`src/rtl/fpu_issue_pkg.sv`:
```
`timescale 1ns/1ps
package fpu_issue_pkg;

  localparam logic [5:0] PRI_SGL = 6'd59;
  localparam logic [5:0] PRI_DBL = 6'd63;
  localparam logic [4:0] XS_DIV  = 5'd18;
  localparam logic [4:0] XS_ADD  = 5'd21;
  localparam logic [4:0] XS_FMA  = 5'd29;

  typedef enum logic [2:0] {
    OPC_BAD,
    OPC_PIPE,
    OPC_PIPE_HOLD,
    OPC_DIV_S,
    OPC_DIV_D
  } op_class_e;

  function automatic logic [5:0] prim_field(input logic [31:0] w);
    return w[31:26];
  endfunction

  function automatic logic [4:0] xs_field(input logic [31:0] w);
    return w[5:1];
  endfunction

  function automatic logic [9:0] xl_field(input logic [31:0] w);
    return w[10:1];
  endfunction

  function automatic logic is_long_form(input logic [9:0] x);
    case (x)
      10'd0, 10'd14, 10'd15, 10'd32, 10'd72, 10'd264: return 1'b1;
      default: return 1'b0;
    endcase
  endfunction

  function automatic op_class_e classify_op(input logic [31:0] w);
    logic [5:0] p;
    logic       dbl;
    op_class_e  c;
    p   = prim_field(w);
    dbl = (p == PRI_DBL);
    c   = OPC_BAD;
    if (p == PRI_SGL || dbl) begin
      case (xs_field(w))
        XS_DIV:  c = dbl ? OPC_DIV_D : OPC_DIV_S;
        XS_ADD:  c = OPC_PIPE;
        XS_FMA:  c = dbl ? OPC_PIPE_HOLD : OPC_PIPE;
        default: c = (dbl && is_long_form(xl_field(w))) ? OPC_PIPE : OPC_BAD;
      endcase
    end
    return c;
  endfunction

  function automatic int unsigned iter_length(input logic long_form,
                                              input int unsigned short_len,
                                              input int unsigned long_len);
    return long_form ? long_len : short_len;
  endfunction

endpackage

```
`src/rtl/fpu_op_decode.sv`:
```
`timescale 1ns/1ps
module fpu_op_decode
  import fpu_issue_pkg::*;
(
  input  logic [31:0] instr,
  output logic        is_pipe,
  output logic        is_hold,
  output logic        is_div,
  output logic        is_long_div,
  output logic        is_bad
);
  op_class_e cls;

  always_comb begin
    cls         = classify_op(instr);
    is_pipe     = (cls == OPC_PIPE);
    is_hold     = (cls == OPC_PIPE_HOLD);
    is_div      = (cls == OPC_DIV_S) || (cls == OPC_DIV_D);
    is_long_div = (cls == OPC_DIV_D);
    is_bad      = (cls == OPC_BAD);
  end
endmodule

```
`src/rtl/fpu_stage_pipe.sv`:
```
`timescale 1ns/1ps
module fpu_stage_pipe #(
  parameter int TAG_W     = 4,
  parameter int NSTAGES   = 3,
  parameter int FIRST_CYC = 2
) (
  input  logic             clk,
  input  logic             rst,
  input  logic             enter,
  input  logic             enter_hold,
  input  logic [TAG_W-1:0] enter_tag,
  output logic             stall_first,
  output logic             empty,
  output logic             done,
  output logic [TAG_W-1:0] done_tag
);
  localparam int HW = $clog2(FIRST_CYC + 1);

  logic [NSTAGES-1:0] v;
  logic [TAG_W-1:0]   t [NSTAGES];
  logic [HW-1:0]      hold_left;
  logic [NSTAGES-1:0] fwd;   // stage i hands its entry onward this cycle

  assign stall_first = v[0] && (hold_left != '0);
  assign fwd[0]      = v[0] && !stall_first;
  assign empty       = (v == '0);
  assign done        = v[NSTAGES-1];
  assign done_tag    = t[NSTAGES-1];

  always_ff @(posedge clk) begin
    if (rst) begin
      v[0]      <= 1'b0;
      hold_left <= '0;
    end else if (enter) begin
      v[0]      <= 1'b1;
      hold_left <= enter_hold ? HW'(FIRST_CYC - 1) : '0;
    end else if (stall_first) begin
      hold_left <= hold_left - 1'b1;
    end else begin
      v[0] <= 1'b0;
    end
  end

  always_ff @(posedge clk) begin
    if (enter) t[0] <= enter_tag;
  end

  for (genvar gi = 1; gi < NSTAGES; gi++) begin : g_stage
    if (gi < NSTAGES - 1) begin : g_mid
      assign fwd[gi] = v[gi];
    end else begin : g_last
      assign fwd[gi] = 1'b0;
    end

    always_ff @(posedge clk) begin
      if (rst) v[gi] <= 1'b0;
      else     v[gi] <= fwd[gi-1];
    end

    always_ff @(posedge clk) begin
      t[gi] <= t[gi-1];
    end

    // an entry handed on by the previous stage appears here with its tag
    a_r3_stage_shift: assert property (@(posedge clk) disable iff (rst)
      fwd[gi-1] |=> v[gi] && (t[gi] == $past(t[gi-1])));
  end

  // while the first stage is held, no new entry arrives and the held one stays
  a_r4_no_entry_while_held: assert property (@(posedge clk) disable iff (rst)
    stall_first |-> !enter);
  a_r4_hold_keeps_entry: assert property (@(posedge clk) disable iff (rst)
    stall_first |=> v[0] && $stable(t[0]));

  // a plain entry does not stall the first stage
  a_r3_plain_no_stall: assert property (@(posedge clk) disable iff (rst)
    enter && !enter_hold |=> !stall_first);
endmodule

```
`src/rtl/fpu_iter_unit.sv`:
```
`timescale 1ns/1ps
module fpu_iter_unit
  import fpu_issue_pkg::*;
#(
  parameter int TAG_W     = 4,
  parameter int SHORT_CYC = 17,
  parameter int LONG_CYC  = 31
) (
  input  logic             clk,
  input  logic             rst,
  input  logic             start,
  input  logic             start_long,
  input  logic [TAG_W-1:0] start_tag,
  output logic             busy,
  output logic             done,
  output logic [TAG_W-1:0] done_tag
);
  localparam int MAXC = (LONG_CYC > SHORT_CYC) ? LONG_CYC : SHORT_CYC;
  localparam int CW   = $clog2(MAXC + 1);

  logic [CW-1:0]    remain;
  logic [TAG_W-1:0] tag_q;
  logic             last_cycle;

  assign busy       = (remain != '0);
  assign last_cycle = (remain == CW'(1));
  assign done       = last_cycle;
  assign done_tag   = tag_q;

  always_ff @(posedge clk) begin
    if (rst)        remain <= '0;
    else if (start) remain <= CW'(iter_length(start_long, SHORT_CYC, LONG_CYC));
    else if (busy)  remain <= remain - 1'b1;
  end

  always_ff @(posedge clk) begin
    if (start) tag_q <= start_tag;
  end

  // the remaining count falls by one each busy cycle until the last
  a_r6_countdown: assert property (@(posedge clk) disable iff (rst)
    busy && !last_cycle |=> remain == $past(remain) - 1'b1);
  // no new divide starts while one is running
  a_r6_no_restart: assert property (@(posedge clk) disable iff (rst)
    busy |-> !start);
  // the tag is held for the whole run
  a_r7_tag_held: assert property (@(posedge clk) disable iff (rst)
    busy && !last_cycle |=> $stable(tag_q));
endmodule

```
`src/rtl/fpu_issue_ctrl.sv`:
```
`timescale 1ns/1ps
module fpu_issue_ctrl #(
  parameter int TAG_W     = 4,
  parameter int NSTAGES   = 3,
  parameter int FIRST_CYC = 2,
  parameter int DIV_S_CYC = 17,
  parameter int DIV_D_CYC = 31
) (
  input  logic             clk,
  input  logic             rst,
  input  logic             in_valid,
  input  logic [31:0]      in_instr,
  input  logic [TAG_W-1:0] in_tag,
  output logic             in_ready,
  output logic             done_valid,
  output logic [TAG_W-1:0] done_tag,
  output logic             illegal
);
  logic             dec_pipe, dec_hold, dec_div, dec_long, dec_bad;
  logic             accept, go_pipe, go_div, go_bad;
  logic             stall_first, pipe_empty, pipe_done;
  logic [TAG_W-1:0] pipe_tag;
  logic             div_busy, div_done;
  logic [TAG_W-1:0] div_tag;
  logic             illegal_q;

  fpu_op_decode u_dec (
    .instr       (in_instr),
    .is_pipe     (dec_pipe),
    .is_hold     (dec_hold),
    .is_div      (dec_div),
    .is_long_div (dec_long),
    .is_bad      (dec_bad)
  );

  assign in_ready = !div_busy && !stall_first && !(dec_div && !pipe_empty);
  assign accept   = in_valid && in_ready;
  assign go_pipe  = accept && (dec_pipe || dec_hold);
  assign go_div   = accept && dec_div;
  assign go_bad   = accept && dec_bad;

  fpu_stage_pipe #(
    .TAG_W     (TAG_W),
    .NSTAGES   (NSTAGES),
    .FIRST_CYC (FIRST_CYC)
  ) u_pipe (
    .clk         (clk),
    .rst         (rst),
    .enter       (go_pipe),
    .enter_hold  (dec_hold),
    .enter_tag   (in_tag),
    .stall_first (stall_first),
    .empty       (pipe_empty),
    .done        (pipe_done),
    .done_tag    (pipe_tag)
  );

  fpu_iter_unit #(
    .TAG_W     (TAG_W),
    .SHORT_CYC (DIV_S_CYC),
    .LONG_CYC  (DIV_D_CYC)
  ) u_iter (
    .clk        (clk),
    .rst        (rst),
    .start      (go_div),
    .start_long (dec_long),
    .start_tag  (in_tag),
    .busy       (div_busy),
    .done       (div_done),
    .done_tag   (div_tag)
  );

  always_ff @(posedge clk) begin
    if (rst) illegal_q <= 1'b0;
    else     illegal_q <= go_bad;
  end

  assign illegal    = illegal_q;
  assign done_valid = pipe_done || div_done;
  assign done_tag   = pipe_done ? pipe_tag : div_tag;

  // the two completion sources never report in the same cycle
  a_r10_single_source: assert property (@(posedge clk) disable iff (rst)
    !(pipe_done && div_done));
  // a divide only starts on an empty pipeline
  a_r8_div_on_empty: assert property (@(posedge clk) disable iff (rst)
    go_div |-> pipe_empty);
  // a running divide blocks every issue
  a_r6_busy_blocks: assert property (@(posedge clk) disable iff (rst)
    div_busy |-> !in_ready);
  // acceptance of a double multiply-add blocks the following cycle
  a_r4_hold_bubble: assert property (@(posedge clk) disable iff (rst)
    go_pipe && dec_hold |=> !in_ready);
  // a rejected word is flagged in the next cycle
  a_r9_reject_flag: assert property (@(posedge clk) disable iff (rst)
    go_bad |=> illegal);
endmodule

```
`config.mk`:
```
export PLATFORM = sky130hd
export DESIGN_NAME = fpu_issue_ctrl
export DESIGN_NICKNAME = d
export VERILOG_FILES = /design/src/rtl/fpu_issue_pkg.sv /design/src/rtl/fpu_op_decode.sv /design/src/rtl/fpu_stage_pipe.sv /design/src/rtl/fpu_iter_unit.sv /design/src/rtl/fpu_issue_ctrl.sv
export SDC_FILE = /design/constraint.sdc
export NUM_CORES = 1
export LEC_CHECK = 0
export ABC_AREA = 1
export BUFFER_PORTS_ARGS = -buffer_cell sky130_fd_sc_hd__buf_2
export CELL_PAD_IN_SITES_DETAIL_PLACEMENT = 1
export CELL_PAD_IN_SITES_GLOBAL_PLACEMENT = 1
export CORE_MARGIN = 2
export CORE_UTILIZATION = 31
export DETAILED_ROUTE_END_ITERATION = 12
export GPL_TIMING_DRIVEN = 0
export PLACE_DENSITY = 0.83
export SLEW_MARGIN = 10
export SYNTH_ARGS = -nofsm -noshare
export SYNTH_HDL_FRONTEND = slang
export SYNTH_HIERARCHICAL = 1
export SYNTH_SLANG_ARGS = --single-unit
```
`constraint.sdc`:
```
create_clock -name clk -period 1.9 [get_ports clk]
set_input_delay 0.475 -clock clk [delete_from_list [all_inputs] [get_ports clk]]
set_output_delay 0.475 -clock clk [all_outputs]
set_load 0.02 [all_outputs]
```
==> results.md, run 1 <==
| Group | Quantity | This run |
|:---|:---|:---|
| route | First drt pass iteration count | 4 |
| global routing | Number of global-route vias before repair | 1242 |
| synth | Seq/Total Area, Yosys | 0.456 |
| run status | Outcome | complete, but fails checks |
| hold path | Worst min path class | reg2reg |
| timing | Setup repair after global routing missed its margin | true |
| clocking | CTS clk-pin slew, worst paths | 90 ps |
| clocking | Depth of the CTS H-tree | 1 |
| power | Overall power after layout | 1620 uW |
| synth | Number of warnings issued by yosys | 6 |
| finish | Total Nets Final | 262 |
| place | Placed Area | 1580 sq um |
| route | First DRT Iteration DRCs | 76 |
| finish | Number of fillers in the final layout | 537 |
| finish | Area Overhead vs Synth | 34.0% |
| timing | Clock period minus final worst setup slack | 2100 ps |
| route | Average routed wire per standard cell | 11.8 microns |
| critical path | Data required time at the worst endpoint | 1420 ps |
| global routing | Grt met1 use | 0.155 |
| timing | Final worst-path setup slack | -205 ps |
| clocking | CTS tree | done |
| critical path | Crit path capture type | output port |
| route | Total number of vias | 1208 |
| finish | Core utilization of the finished layout | 0.425 |
| timing | Setup clock skew after layout | 2.28 ps |
| timing | Transition time at the pin with the least slew margin | 267 ps |
| run | Max-capacitance violation count | 0 |
| route | Number of nets with antenna violations after detailed routing | 0 |
| finish | Layout cell share with drive strength beyond 1 | 0.388 |
| timing | Hold Vio Cnt, Final | 0 |
| synth | Count of unique library cells instantiated by Yosys | 27 |
| synth | Dominant synthesized flop cell | sky130_fd_sc_hd__dfxtp_1 |
| global routing | Met2 demand-to-capacity share in global routing | 0.255 |
| synth | Post-Syn Nets | 221 |
| timing | Post-route worst hold slack | 334 ps |
| finish | Area used by sequential logic in the layout | 622 sq um |
| global routing | GRT Overall Usage | 0.138 |
| critical path | CP startpoint kind | input port |
| clocking | Clock Root Buffer | sky130_fd_sc_hd__clkbuf_8 |
| synth | Top post-synthesis cells by count | sky130_fd_sc_hd__nand2_1 (49), sky130_fd_sc_hd__inv_1 (27), sky130_fd_sc_hd__nor2_1 (25), sky130_fd_sc_hd__dfxtp_1 (19), sky130_fd_sc_hd__edfxtp_1 (8) |
| timing | Final number of max-transition violations | 0 |
| critical path | Signal arrival time at the worst endpoint | 1630 ps |
| place | Total half-perimeter wirelength after legalization and detailed placement | 2340 microns |
| global routing | Met3 track demand over resource in global routing | 0.0202 |
| finish | Post-route cell area | 1820 sq um |
| die | IO Count | 46 |
| synth | Share of synthesized registers carrying an async set or reset | 0 |
| global routing | Global-route wire length before repair | 5470 microns |
| synth | Synth top area cells | sky130_fd_sc_hd__dfxtp_1 (28%), sky130_fd_sc_hd__edfxtp_1 (18%), sky130_fd_sc_hd__nand2_1 (14%), sky130_fd_sc_hd__inv_1 (7.4%), sky130_fd_sc_hd__nor2_1 (6.9%) |
| timing | Portion of the clock cycle consumed by the worst path in the final layout | 1.11 |
| critical path | Critical Setup Path Class | in2out |
| run status | Violated checks | setup timing |
| critical path | CP max-delay cell | sky130_fd_sc_hd__o21ai_1 |
| timing | Max-Slew Margin vs Limit | 0.822 |
| route | Post-detailed-route via-to-cell ratio | 4.46 |
| synth | Post-Syn Area per Cell | 7.61 sq um |
| power | Leakage power | 0.000911 uW |
| die | Number of placement rows | 24 |
| global routing | Antenna violations before repair | 0 |
| critical path | Biggest fanout along the worst timing path | 3 |
| critical path | Number of buffers and inverters on the critical path | 4 |
| die | Core area | 4290 sq um |
| die | Die outline area | 4940 sq um |
| place | Gpl congestion | 0.780 |
| synth | Proportion of netlist area held by the largest area contributor | 0.279 |
| die | Die height | 70.3 microns |
| global routing | Pin count of the biggest net entering global routing | 16 |
| synth | Most repeated cell in the gate-level netlist after synthesis | sky130_fd_sc_hd__nand2_1 |
| finish | Multi-input gate area in the final layout | 667 sq um |
| finish | Number of inserted diodes | 0 |
| critical path | Cell seen most often among critical-path stages | sky130_fd_sc_hd__nand2_2 |
| power | Peak ir drop on the vdd network | 275 uV |
| clocking | TritonCTS sink count | 27 |
| timing | Max Clk Rate | 475 MHz |
| clocking | Number of buffers created by CTS | 3 |
| critical path | Cells traversed along the worst timing path | buf_8 -> inv_4 -> nand4_1 -> o21ai_1 -> nand3_1 -> clkinv_2 -> nand3_2 -> nand2_2 -> nand2_2 -> and2_4 -> buf_6 |
| critical path | CP peak stage delay | 180 ps |
| critical path | Crit path max-delay family | simple AND/OR/NAND/NOR gates |
| synth | Post-synthesis instance total | 179 |
| place | Buffers added on ports | 29 |
| route | Routed WL | 3210 microns |
| timing | Final setup violation count | 7 |
| synth | Flops & latches, synth | 27 |
| die | Die outline width | 70.3 microns |
| synth | Cell accounting for the most synthesized area | sky130_fd_sc_hd__dfxtp_1 |
| global routing | Remaining Overflow, GRT | 0 |
| clocking | Bufs on Longest Clock Path | 2 |
| die | Initial standard-cell utilization of the core | 0.317 |
| synth | Cell Area, Synth | 1360 sq um |
| route | Number of DRC violations after detailed routing | 0 |
| clocking | Clock network latency to the later pin of the worst-skew pair | 280 ps |
| global routing | Most crowded layer after global routing | met2 |
| synth | Number of synthesized flops with an enable pin | 8 |
| power | P per Cell Area | 886 nW/um^2 |
placed cells by master, fill, tap and decap left out, types with 2 or more instances in the layout:
master	instances
sky130_fd_sc_hd__a21oi_1	5
sky130_fd_sc_hd__buf_2	19
sky130_fd_sc_hd__buf_4	12
sky130_fd_sc_hd__buf_6	7
sky130_fd_sc_hd__clkbuf_8	3
sky130_fd_sc_hd__clkinv_2	2
sky130_fd_sc_hd__dfxtp_1	18
sky130_fd_sc_hd__edfxtp_1	8
sky130_fd_sc_hd__ha_1	3
sky130_fd_sc_hd__inv_1	21
sky130_fd_sc_hd__inv_2	6
sky130_fd_sc_hd__inv_4	3
sky130_fd_sc_hd__nand2_1	41
sky130_fd_sc_hd__nand2_2	10
sky130_fd_sc_hd__nand2_4	2
sky130_fd_sc_hd__nand3_1	2
sky130_fd_sc_hd__nand3_2	3
sky130_fd_sc_hd__nand4_1	3
sky130_fd_sc_hd__nor2_1	21
sky130_fd_sc_hd__nor2_2	4
sky130_fd_sc_hd__nor2_4	6
sky130_fd_sc_hd__o21ai_0	2
sky130_fd_sc_hd__o21ai_1	5
worst register-to-register path, delay by kind of cell, from the launching register on:
kind,cells,cell delay [ps]
buffers and inverters,2,260
and+or+nand+nor,4,600
DFF,1,330
adders and majority gates,1,260
layer usage:
metal  vias to the layer above  routed length [microns]
met3                         4                      100
met1                       558                     1330
met5                         -                        0
li1                        626                        -
met2                        20                     1730
met4                         0                       55
power by group:
part	switching [uW]	internal (uW)	leakage [uW]	total [uW]
sequential	40.0	637	0.000229	677
combinational	344	264	0.000657	608
clock	184	147	0.0000255	331
area by class of cell:
class	count	area share
multi-input combinational	117	0.366
inverter	31	0.0686
buffer	4	0.0165
sequential	27	0.341
timing repair buffer	36	0.147
clock inverter	1	0.00274
tap	52	0.0357
clock buffer	3	0.0226
what timing repair did:
action,4_1_cts,5_1_grt
setup endpoints to repair,11,13
pin swaps,11,17
endpoints found under the hold margin,0,0
resized for setup,25,20
gates cloned,0,0
setup buffers,4,3
hold buffers,0,0
flip-flops by register name (all words and copies together), names as in the netlist:
name / count
u_pipe/hold_left: 2
u_iter/done_tag: 4
illegal: 1
u_iter/remain: 5
u_pipe/done: 1
u_pipe/fwd: 1
u_pipe/t: 12
u_pipe/v: 1
kinds of logic (layout without fill, tap and decap cells):
group	after synthesis	after routing	share of synthesized area
AO/OA/AOI/OAI	14	14	0.0561
buffers and inverters	35	75	0.108
AND/OR/NAND/NOR	99	99	0.347
flip-flops	27	27	0.456
XOR/XNOR	1	1	0.00643
adder cells (fa/ha/maj)	3	3	0.0276
metrics by stage:
step           worst slack [ps]  instances  TNS (ps)
2_1_floorplan              14.4        179         0
3_3_place_gp               -357        260     -4380
3_5_place_dp               -428        260     -5400
5_1_grt                    -289        271     -1490
4_1_cts                    -203        268      -203
6_report                   -205        271      -510
path summary, 6_finish.rpt:
check / startpoint / endpoint / slack, ps / depth (start not counted)
worst max-delay path: in_instr[2] / in_ready / -200 / 11
worst min-delay path: u_pipe/t[0][6] / u_pipe/t[0][10] / 330 / 0
worst max register to register: u_iter/remain[0] / u_pipe/t[0][3] / 170 / 7
worst min register to register: u_pipe/t[0][6] / u_pipe/t[0][10] / 330 / 0
Power figures use the tool's default switching activity.
==> run 2, diff against run 1 <==
--- a/config.mk
+++ b/config.mk
@@ -9,13 +9,13 @@
 export BUFFER_PORTS_ARGS = -buffer_cell sky130_fd_sc_hd__buf_2
 export CELL_PAD_IN_SITES_DETAIL_PLACEMENT = 1
 export CELL_PAD_IN_SITES_GLOBAL_PLACEMENT = 1
+export CORE_ASPECT_RATIO = 0.9
 export CORE_MARGIN = 2
 export CORE_UTILIZATION = 31
 export DETAILED_ROUTE_END_ITERATION = 12
 export GPL_TIMING_DRIVEN = 0
-export PLACE_DENSITY = 0.83
+export PLACE_DENSITY = 0.77
 export SLEW_MARGIN = 10
 export SYNTH_ARGS = -nofsm -noshare
 export SYNTH_HDL_FRONTEND = slang
-export SYNTH_HIERARCHICAL = 1
 export SYNTH_SLANG_ARGS = --single-unit
==> run 2 against run 1 <==
Net effect:
- fmax rose by 6.6%
- synthesized area fell by 4.4%
- die area fell by 4.1%
- the run still ends with setup timing left
- utilization rose by 2.8 points
- worst hold slack improved by 0.77 ps
- critical path type is now reg2out
- power rose by 16%
- sequential share of layout area barely moved
==> results.md, run 2 <==
| Group | Quantity | This run | Change |
|:---|:---|:---|:---|
| route | Total number of vias | 1150 | was 1208 |
| timing | Hold Vio Cnt, Final | 0 | unchanged |
| synth | Share of synthesized registers carrying an async set or reset | 0 | unchanged |
| finish | Flip-flop count of the largest register after layout | 12 | unchanged |
| global routing | Number of global-route vias before repair | 1124 | was 1242 |
| place | Gpl congestion | 0.749 | was 0.780 |
| finish | Total Nets Final | 255 | was 262 |
| critical path | CP startpoint kind | flop | was input port |
| place | Placed insts | 239 | was 260 |
| timing | Final setup violation count | 1 | was 7 |
| die | IO Count | 46 | unchanged |
| synth | Number of synthesized flops with an enable pin | 8 | unchanged |
| synth | Dominant synthesized flop cell | sky130_fd_sc_hd__dfxtp_1 | unchanged |
| clocking | Number of buffers created by CTS | 3 | unchanged |
| route | Number of DRC violations after detailed routing | 0 | unchanged |
| timing | Max-Slew Margin vs Limit | 0.828 | was 0.822 |
| power | Leakage power | 0.000874 uW | was 0.000911 uW |
| die | Initial standard-cell utilization of the core | 0.322 | was 0.317 |
| timing | Setup clock skew after layout | 1.12 ps | was 2.28 ps |
| clocking | CTS clk-pin slew, worst paths | 90 ps | about the same |
| synth | Seq/Total Area, Yosys | 0.477 | was 0.456 |
| route | Routed WL | 3000 microns | was 3210 microns |
| power | P per Cell Area | 1020 nW/um^2 | was 886 nW/um^2 |
| clocking | CTS tree | done | unchanged |
| finish | Final cell count without fillers | 260 | was 271 |
| hold path | Worst min path class | reg2reg | unchanged |
| place | Setup slack at placement | -260 ps | was -428 ps |
| critical path | CP max-delay cell | sky130_fd_sc_hd__dfxtp_2 | was sky130_fd_sc_hd__o21ai_1 |
| finish | Area used by sequential logic in the layout | 623 sq um | was 622 sq um |
| place | Buffers added on ports | 28 | was 29 |
| critical path | Cell seen most often among critical-path stages | sky130_fd_sc_hd__inv_2 | was sky130_fd_sc_hd__nand2_2 |
| power | Overall power after layout | 1870 uW | was 1620 uW |
| finish | Multi-input gate area in the final layout | 657 sq um | was 667 sq um |
| route | First DRT Iteration DRCs | 27 | was 76 |
| finish | Commonest non-fill, non-tap cell in the layout | sky130_fd_sc_hd__nand2_1 | unchanged |
| timing | Final number of max-transition violations | 0 | unchanged |
| synth | Top post-synthesis cells by count | sky130_fd_sc_hd__nand2_1 (39), sky130_fd_sc_hd__inv_1 (30), sky130_fd_sc_hd__dfxtp_1 (19), sky130_fd_sc_hd__nor2_1 (13), sky130_fd_sc_hd__nand3_1 (10) | was sky130_fd_sc_hd__nand2_1 (49), sky130_fd_sc_hd__inv_1 (27), sky130_fd_sc_hd__nor2_1 (25), sky130_fd_sc_hd__dfxtp_1 (19), sky130_fd_sc_hd__edfxtp_1 (8) |
| synth | Number of warnings issued by yosys | 0 | was 6 |
| synth | Synth top area cells | sky130_fd_sc_hd__dfxtp_1 (29%), sky130_fd_sc_hd__edfxtp_1 (18%), sky130_fd_sc_hd__nand2_1 (11%), sky130_fd_sc_hd__inv_1 (8.7%), sky130_fd_sc_hd__nand3_1 (3.8%) | was sky130_fd_sc_hd__dfxtp_1 (28%), sky130_fd_sc_hd__edfxtp_1 (18%), sky130_fd_sc_hd__nand2_1 (14%), sky130_fd_sc_hd__inv_1 (7.4%), sky130_fd_sc_hd__nor2_1 (6.9%) |
| die | Die outline area | 4730 sq um | was 4940 sq um |
| global routing | Pin count of the biggest net entering global routing | 17 | was 16 |
| critical path | Signal arrival time at the worst endpoint | 1500 ps | was 1630 ps |
| place | Total half-perimeter wirelength after legalization and detailed placement | 2030 microns | was 2340 microns |
| finish | Highest-count cells in the layout ignoring fill and taps | sky130_fd_sc_hd__nand2_1 (32), sky130_fd_sc_hd__inv_1 (22), sky130_fd_sc_hd__buf_2 (20), sky130_fd_sc_hd__buf_4 (20), sky130_fd_sc_hd__dfxtp_1 (17) | was sky130_fd_sc_hd__nand2_1 (41), sky130_fd_sc_hd__inv_1 (21), sky130_fd_sc_hd__nor2_1 (21), sky130_fd_sc_hd__buf_2 (19), sky130_fd_sc_hd__dfxtp_1 (18) |
| timing | Final worst-path setup slack | -74.2 ps | was -205 ps |
| route | First drt pass iteration count | 3 | was 4 |
| run | Max-capacitance violation count | 0 | unchanged |
| timing | Total Neg Setup Slack | -74.2 ps | was -510 ps |
| timing | Setup repair after global routing missed its margin | true | unchanged |
| critical path | Number of buffers and inverters on the critical path | 4 | unchanged |
| clocking | Bufs on Longest Clock Path | 2 | unchanged |
| critical path | CP peak stage delay | 340 ps | was 180 ps |
| synth | Count of unique library cells instantiated by Yosys | 26 | was 27 |
| clocking | Clock network latency to the later pin of the worst-skew pair | 280 ps | about the same |
| synth | Proportion of netlist area held by the largest area contributor | 0.292 | was 0.279 |
| finish | Number of inserted diodes | 0 | unchanged |
| clocking | TritonCTS sink count | 27 | unchanged |
| synth | Post-Syn Nets | 205 | was 221 |
| die | Die outline width | 72.3 microns | was 70.3 microns |
| route | Post-detailed-route via-to-cell ratio | 4.42 | was 4.46 |
| critical path | Biggest fanout along the worst timing path | 3 | unchanged |
| global routing | Antenna violations before repair | 0 | unchanged |
| synth | Cell Area, Synth | 1300 sq um | was 1360 sq um |
| route | Average routed wire per standard cell | 11.5 microns | was 11.8 microns |
| timing | Post-route worst hold slack | 335 ps | was 334 ps |
| timing | Max Clk Rate | 507 MHz | was 475 MHz |
| critical path | Data required time at the worst endpoint | 1420 ps | about the same |
| finish | Number of fillers in the final layout | 492 | was 537 |
| finish | Largest reg by FF count | u_pipe.t | was u_pipe/t |
| critical path | Crit path capture type | output port | unchanged |
| critical path | Crit path max-delay family | flip-flops | was simple AND/OR/NAND/NOR gates |
| die | Die height | 65.5 microns | was 70.3 microns |
| synth | Flops & latches, synth | 27 | unchanged |
| die | Core area | 4050 sq um | was 4290 sq um |
| synth | Cell accounting for the most synthesized area | sky130_fd_sc_hd__dfxtp_1 | unchanged |
| critical path | Critical Setup Path Class | reg2out | was in2out |
| power | Peak ir drop on the vdd network | 306 uV | was 275 uV |
| run status | Violated checks | setup timing | unchanged |
| synth | Most repeated cell in the gate-level netlist after synthesis | sky130_fd_sc_hd__nand2_1 | unchanged |
| global routing | Global-route wire length before repair | 4660 microns | was 5470 microns |
| clocking | Depth of the CTS H-tree | 1 | unchanged |
| synth | Post-synthesis instance total | 163 | was 179 |
| timing | Portion of the clock cycle consumed by the worst path in the final layout | 1.04 | was 1.11 |
| global routing | GRT Overall Usage | 0.127 | was 0.138 |
| timing | Clock period minus final worst setup slack | 1970 ps | was 2100 ps |
| finish | Layout cell share with drive strength beyond 1 | 0.448 | was 0.388 |
| route | Number of nets with antenna violations after detailed routing | 0 | unchanged |
| critical path | Cells traversed along the worst timing path | inv_2 -> ha_4 -> nand2_4 -> nor2_4 -> inv_2 -> nor2_4 -> inv_2 -> a21oi_4 -> buf_6 | was buf_8 -> inv_4 -> nand4_1 -> o21ai_1 -> nand3_1 -> clkinv_2 -> nand3_2 -> nand2_2 -> nand2_2 -> and2_4 -> buf_6 |
| run status | Outcome | complete, but fails checks | unchanged |
| finish | Area Overhead vs Synth | 40.7% | was 34.0% |
| global routing | Remaining Overflow, GRT | 0 | unchanged |
| die | Number of placement rows | 22 | was 24 |
| clocking | Clock Root Buffer | sky130_fd_sc_hd__clkbuf_8 | unchanged |
| timing | Transition time at the pin with the least slew margin | 256 ps | was 267 ps |
| synth | Post-Syn Area per Cell | 7.98 sq um | was 7.61 sq um |
[run 2: area by class of cell]
type                       count  area share
sequential                    27       0.340
clock inverter                 1     0.00410
multi-input combinational    103       0.359
timing repair buffer          45       0.170
tap                           48      0.0328
buffer                         1     0.00615
clock buffer                   3      0.0226
inverter                      32      0.0656
[run 2: routing by layer]
layer | part of all wire | vias to the layer above | wire length [microns] | global-route usage
met3 | 0.027 | 5 | 81 | 0.0215
met4 | 0.018 | 0 | 55 | 0.0566
met2 | 0.55 | 19 | 1650 | 0.236
li1 | - | 607 | - | -
met5 | 0 | - | 0 | 0
met1 | 0.41 | 519 | 1220 | 0.139
[run 2: worst paths after layout]
check,slack [ps],cells past startpoint,end,startpoint
max,-70,9,in_ready,u_iter.remain[0]
min,340,0,u_pipe.t[0][10],u_pipe.t[0][6]
max reg2reg,180,10,u_iter.done_tag[2],u_iter.remain[0]
min reg2reg,340,0,u_pipe.t[0][10],u_pipe.t[0][6]
[run 2: what timing repair did]
| action | in CTS | in global routing |
|---|---|---|
| endpoints found under the setup margin | 1 | 9 |
| hold buffers | 0 | 0 |
| setup buffers | 10 | 7 |
| resized for setup | 20 | 26 |
| pin swaps | 10 | 14 |
| gates cloned | 0 | 0 |
[run 2: cells by family after synthesis]
| family | after synthesis | share of synthesized area |
|---|---|---|
| simple gates | 84 | 0.318 |
| buf+inv | 33 | 0.101 |
| flops | 27 | 0.477 |
| compound gates | 14 | 0.0615 |
| fa+ha+maj | 3 | 0.0288 |
| xor+xnor | 2 | 0.0135 |
[run 2: report_power, final]
part	internal [uW]	switching, uW
sequential	638	34.9
clock	149	185
combinational	439	422
[run 2: through the flow]
| step | area (sq um) | utilization |
|---|---|---|
| 2_1_floorplan | 1300 | - |
| 3_3_place_gp | 1500 | 0.371 |
| 3_5_place_dp | 1500 | 0.371 |
| 4_1_cts | 1690 | 0.417 |
| 5_1_grt | 1830 | 0.452 |
| 6_report | 1830 | 0.452 |
==> run 3, diff against run 2 <==
--- a/config.mk
+++ b/config.mk
@@ -9,12 +9,12 @@
 export BUFFER_PORTS_ARGS = -buffer_cell sky130_fd_sc_hd__buf_2
 export CELL_PAD_IN_SITES_DETAIL_PLACEMENT = 1
 export CELL_PAD_IN_SITES_GLOBAL_PLACEMENT = 1
-export CORE_ASPECT_RATIO = 0.9
 export CORE_MARGIN = 2
 export CORE_UTILIZATION = 31
 export DETAILED_ROUTE_END_ITERATION = 12
 export GPL_TIMING_DRIVEN = 0
 export PLACE_DENSITY = 0.77
+export SKIP_CTS_REPAIR_TIMING = 1
 export SLEW_MARGIN = 10
 export SYNTH_ARGS = -nofsm -noshare
 export SYNTH_HDL_FRONTEND = slang
==> run 3 against run 2 <==
Net effect:
- the run still ends with setup timing left
- non-clock buffer count decreased by 8
- combinational power decreased by 12%
- critical path type is now in2out
- wire length decreased by 11%
- cell area decreased by 7.5%
- sequential cell count unchanged
==> results.md, run 3 (synthesis results as in run 2) <==
| Group | Quantity | This run | Change |
|:---|:---|:---|:---|
| run status | Outcome | complete, but fails checks | unchanged |
| run status | Violated checks | setup timing | unchanged |
| power | Peak ir drop on the vdd network | 329 uV | was 306 uV |
| critical path | Cells traversed along the worst timing path | clkbuf_4 -> nor2_1 -> nand3_2 -> nand2_1 -> a21oi_2 -> nand2_2 -> nand2_2 -> nand2_4 -> a21oi_4 -> buf_6 | was inv_2 -> ha_4 -> nand2_4 -> nor2_4 -> inv_2 -> nor2_4 -> inv_2 -> a21oi_4 -> buf_6 |
| critical path | Signal arrival time at the worst endpoint | 1590 ps | was 1500 ps |
| critical path | Critical Setup Path Class | in2out | was reg2out |
| timing | Post-route worst hold slack | 334 ps | was 335 ps |
| critical path | CP peak stage delay | 180 ps | was 340 ps |
| timing | Portion of the clock cycle consumed by the worst path in the final layout | 1.09 | was 1.04 |
| hold path | Hold path depth | 0 | unchanged |
| die | Core area | 4030 sq um | was 4050 sq um |
| route | Routed WL | 2680 microns | was 3000 microns |
| finish | Area used by sequential logic in the layout | 626 sq um | was 623 sq um |
| place | Buffers added on ports | 28 | unchanged |
| die | Die outline width | 68.8 microns | was 72.3 microns |
| place | Gpl congestion | 0.732 | was 0.749 |
| die | IO Count | 46 | unchanged |
| route | First DRT Iteration DRCs | 22 | was 27 |
| timing | Total Neg Setup Slack | -162 ps | was -74.2 ps |
| die | Die outline area | 4730 sq um | about the same |
| critical path | CP startpoint kind | input port | was flop |
| global routing | Pin count of the biggest net entering global routing | 17 | unchanged |
| critical path | Cell count of the worst reg-to-reg path | 9 | was 10 |
| timing | Setup repair after global routing missed its margin | true | unchanged |
| timing | Final worst-path setup slack | -162 ps | was -74.2 ps |
| finish | Total Nets Final | 247 | was 255 |
| finish | Flip-flop count of the largest register after layout | 12 | unchanged |
| finish | Number of inserted diodes | 0 | unchanged |
| timing | Clock period minus final worst setup slack | 2060 ps | was 1970 ps |
| critical path | CP max-delay cell | sky130_fd_sc_hd__a21oi_4 | was sky130_fd_sc_hd__dfxtp_2 |
| global routing | Antenna violations before repair | 0 | unchanged |
| timing | Max Clk Rate | 485 MHz | was 507 MHz |
| die | Initial standard-cell utilization of the core | 0.323 | was 0.322 |
| critical path | Slack of the worst reg-to-reg path | 190 ps | was 180 ps |
| hold path | End point of the most critical hold path | u_pipe.t[0][11] | was u_pipe.t[0][10] |
| finish | Highest-count cells in the layout ignoring fill and taps | sky130_fd_sc_hd__nand2_1 (36), sky130_fd_sc_hd__buf_2 (26), sky130_fd_sc_hd__inv_1 (24), sky130_fd_sc_hd__dfxtp_1 (17), sky130_fd_sc_hd__nor2_1 (12) | was sky130_fd_sc_hd__nand2_1 (32), sky130_fd_sc_hd__inv_1 (22), sky130_fd_sc_hd__buf_2 (20), sky130_fd_sc_hd__buf_4 (20), sky130_fd_sc_hd__dfxtp_1 (17) |
| clocking | Depth of the CTS H-tree | 1 | unchanged |
| critical path | Biggest fanout along the worst timing path | 7 | was 3 |
| critical path | Startpoint of the lowest-slack register-to-register path | u_iter.remain[0] | unchanged |
| clocking | CTS clk-pin slew, worst paths | 90 ps | about the same |
| finish | Largest reg by FF count | u_pipe.t | unchanged |
| critical path | Number of buffers and inverters on the critical path | 2 | was 4 |
| clocking | TritonCTS sink count | 27 | unchanged |
| timing | Hold Vio Cnt, Final | 0 | unchanged |
| route | Average routed wire per standard cell | 10.6 microns | was 11.5 microns |
| route | Total number of vias | 1115 | was 1150 |
| timing | Max-Slew Margin vs Limit | 0.735 | was 0.828 |
| hold path | Hold path start | u_pipe.t[0][7] | was u_pipe.t[0][6] |
| global routing | Remaining Overflow, GRT | 0 | unchanged |
| clocking | Bufs on Longest Clock Path | 2 | unchanged |
| finish | Multi-input gate area in the final layout | 604 sq um | was 657 sq um |
| route | First drt pass iteration count | 4 | was 3 |
| place | Total half-perimeter wirelength after legalization and detailed placement | 2040 microns | was 2030 microns |
| clocking | CTS tree | done | unchanged |
| timing | Transition time at the pin with the least slew margin | 395 ps | was 256 ps |
| timing | Setup clock skew after layout | 2.32 ps | was 1.12 ps |
| route | Post-detailed-route via-to-cell ratio | 4.39 | was 4.42 |
| global routing | Number of global-route vias before repair | 1056 | was 1124 |
| global routing | GRT Overall Usage | 0.121 | was 0.127 |
| power | Leakage power | 0.000803 uW | was 0.000874 uW |
| finish | Commonest non-fill, non-tap cell in the layout | sky130_fd_sc_hd__nand2_1 | unchanged |
| die | Number of placement rows | 23 | was 22 |
| finish | Area Overhead vs Synth | 30.2% | was 40.7% |
| clocking | Number of buffers created by CTS | 3 | unchanged |
| global routing | Global-route wire length before repair | 4240 microns | was 4660 microns |
| finish | Layout cell share with drive strength beyond 1 | 0.373 | was 0.448 |
| route | Number of DRC violations after detailed routing | 0 | unchanged |
| route | Number of nets with antenna violations after detailed routing | 0 | unchanged |
| finish | Number of fillers in the final layout | 521 | was 492 |
| critical path | Critical R2R Capture | u_iter.done_tag[2] | unchanged |
| critical path | Crit path max-delay family | simple AND/OR/NAND/NOR gates | was flip-flops |
| timing | Final number of max-transition violations | 0 | unchanged |
| hold path | Worst min path class | reg2reg | unchanged |
| clocking | Clock network latency to the later pin of the worst-skew pair | 270 ps | was 280 ps |
| die | Die height | 68.8 microns | was 65.5 microns |
| power | P per Cell Area | 1040 nW/um^2 | was 1020 nW/um^2 |
| critical path | Data required time at the worst endpoint | 1420 ps | about the same |
| timing | Final setup violation count | 1 | unchanged |
| clocking | Clock Root Buffer | sky130_fd_sc_hd__clkbuf_8 | unchanged |
| run | Max-capacitance violation count | 0 | unchanged |
| critical path | Cell seen most often among critical-path stages | sky130_fd_sc_hd__nand2_2 | was sky130_fd_sc_hd__inv_2 |
| critical path | Crit path capture type | output port | unchanged |
-- run 3: worst reg2reg max path, cell delays in order (launching register included) --
cell and delay, ps:
sky130_fd_sc_hd__dfxtp_4 370, sky130_fd_sc_hd__inv_4 60, sky130_fd_sc_hd__ha_4 140, sky130_fd_sc_hd__nand2_4 60
sky130_fd_sc_hd__nor2_4 150, sky130_fd_sc_hd__inv_2 60, sky130_fd_sc_hd__nor2_4 130, sky130_fd_sc_hd__buf_4 130
sky130_fd_sc_hd__nand4_4 180, sky130_fd_sc_hd__inv_2 160
-- run 3: metal layers --
layer | routed length (microns) | share of wire | GRT usage
met1 | 1250 | 0.46 | 0.140
met2 | 1300 | 0.49 | 0.215
met3 | 74 | 0.028 | 0.0195
met4 | 56 | 0.021 | 0.0588
met5 | 0 | 0 | 0
-- run 3: area by class of cell --
type | instances | area share
sequential | 27 | 0.369
multi-input combinational | 103 | 0.357
inverter | 32 | 0.0739
clock buffer | 3 | 0.0244
tap | 50 | 0.0369
clock inverter | 1 | 0.00443
timing repair buffer | 37 | 0.128
buffer | 1 | 0.00665
-- run 3: power by group --
group / internal (uW) / total, uW / switching [uW]
logic: 380 / 756 / 377
clock network: 149 / 321 / 172
registers: 642 / 681 / 38.9
-- run 3: how the worst max path moves through the flow --
stage                     depth (start not counted)  slack (ps)        startpoint        to
after CTS                                         9        -510  u_iter.remain[0]  in_ready
after floorplan                                  10          10      in_instr[30]  in_ready
after detailed placement                         12        -250      in_instr[30]  in_ready
after global routing                             12        -260      in_instr[26]  in_ready
after global placement                           12        -240      in_instr[30]  in_ready
final                                            10        -160       in_instr[3]  in_ready
-- run 3: through the flow --
stage	power, uW	setup WS [ps]	area [sq um]	cells	util
2_1_floorplan	1020	14.8	1300	163	-
3_3_place_gp	1140	-243	1500	241	0.373
3_5_place_dp	1150	-254	1500	241	0.373
4_1_cts	1480	-506	1550	245	0.385
5_1_grt	1880	-264	1690	254	0.420
6_report	1760	-162	1690	254	0.420
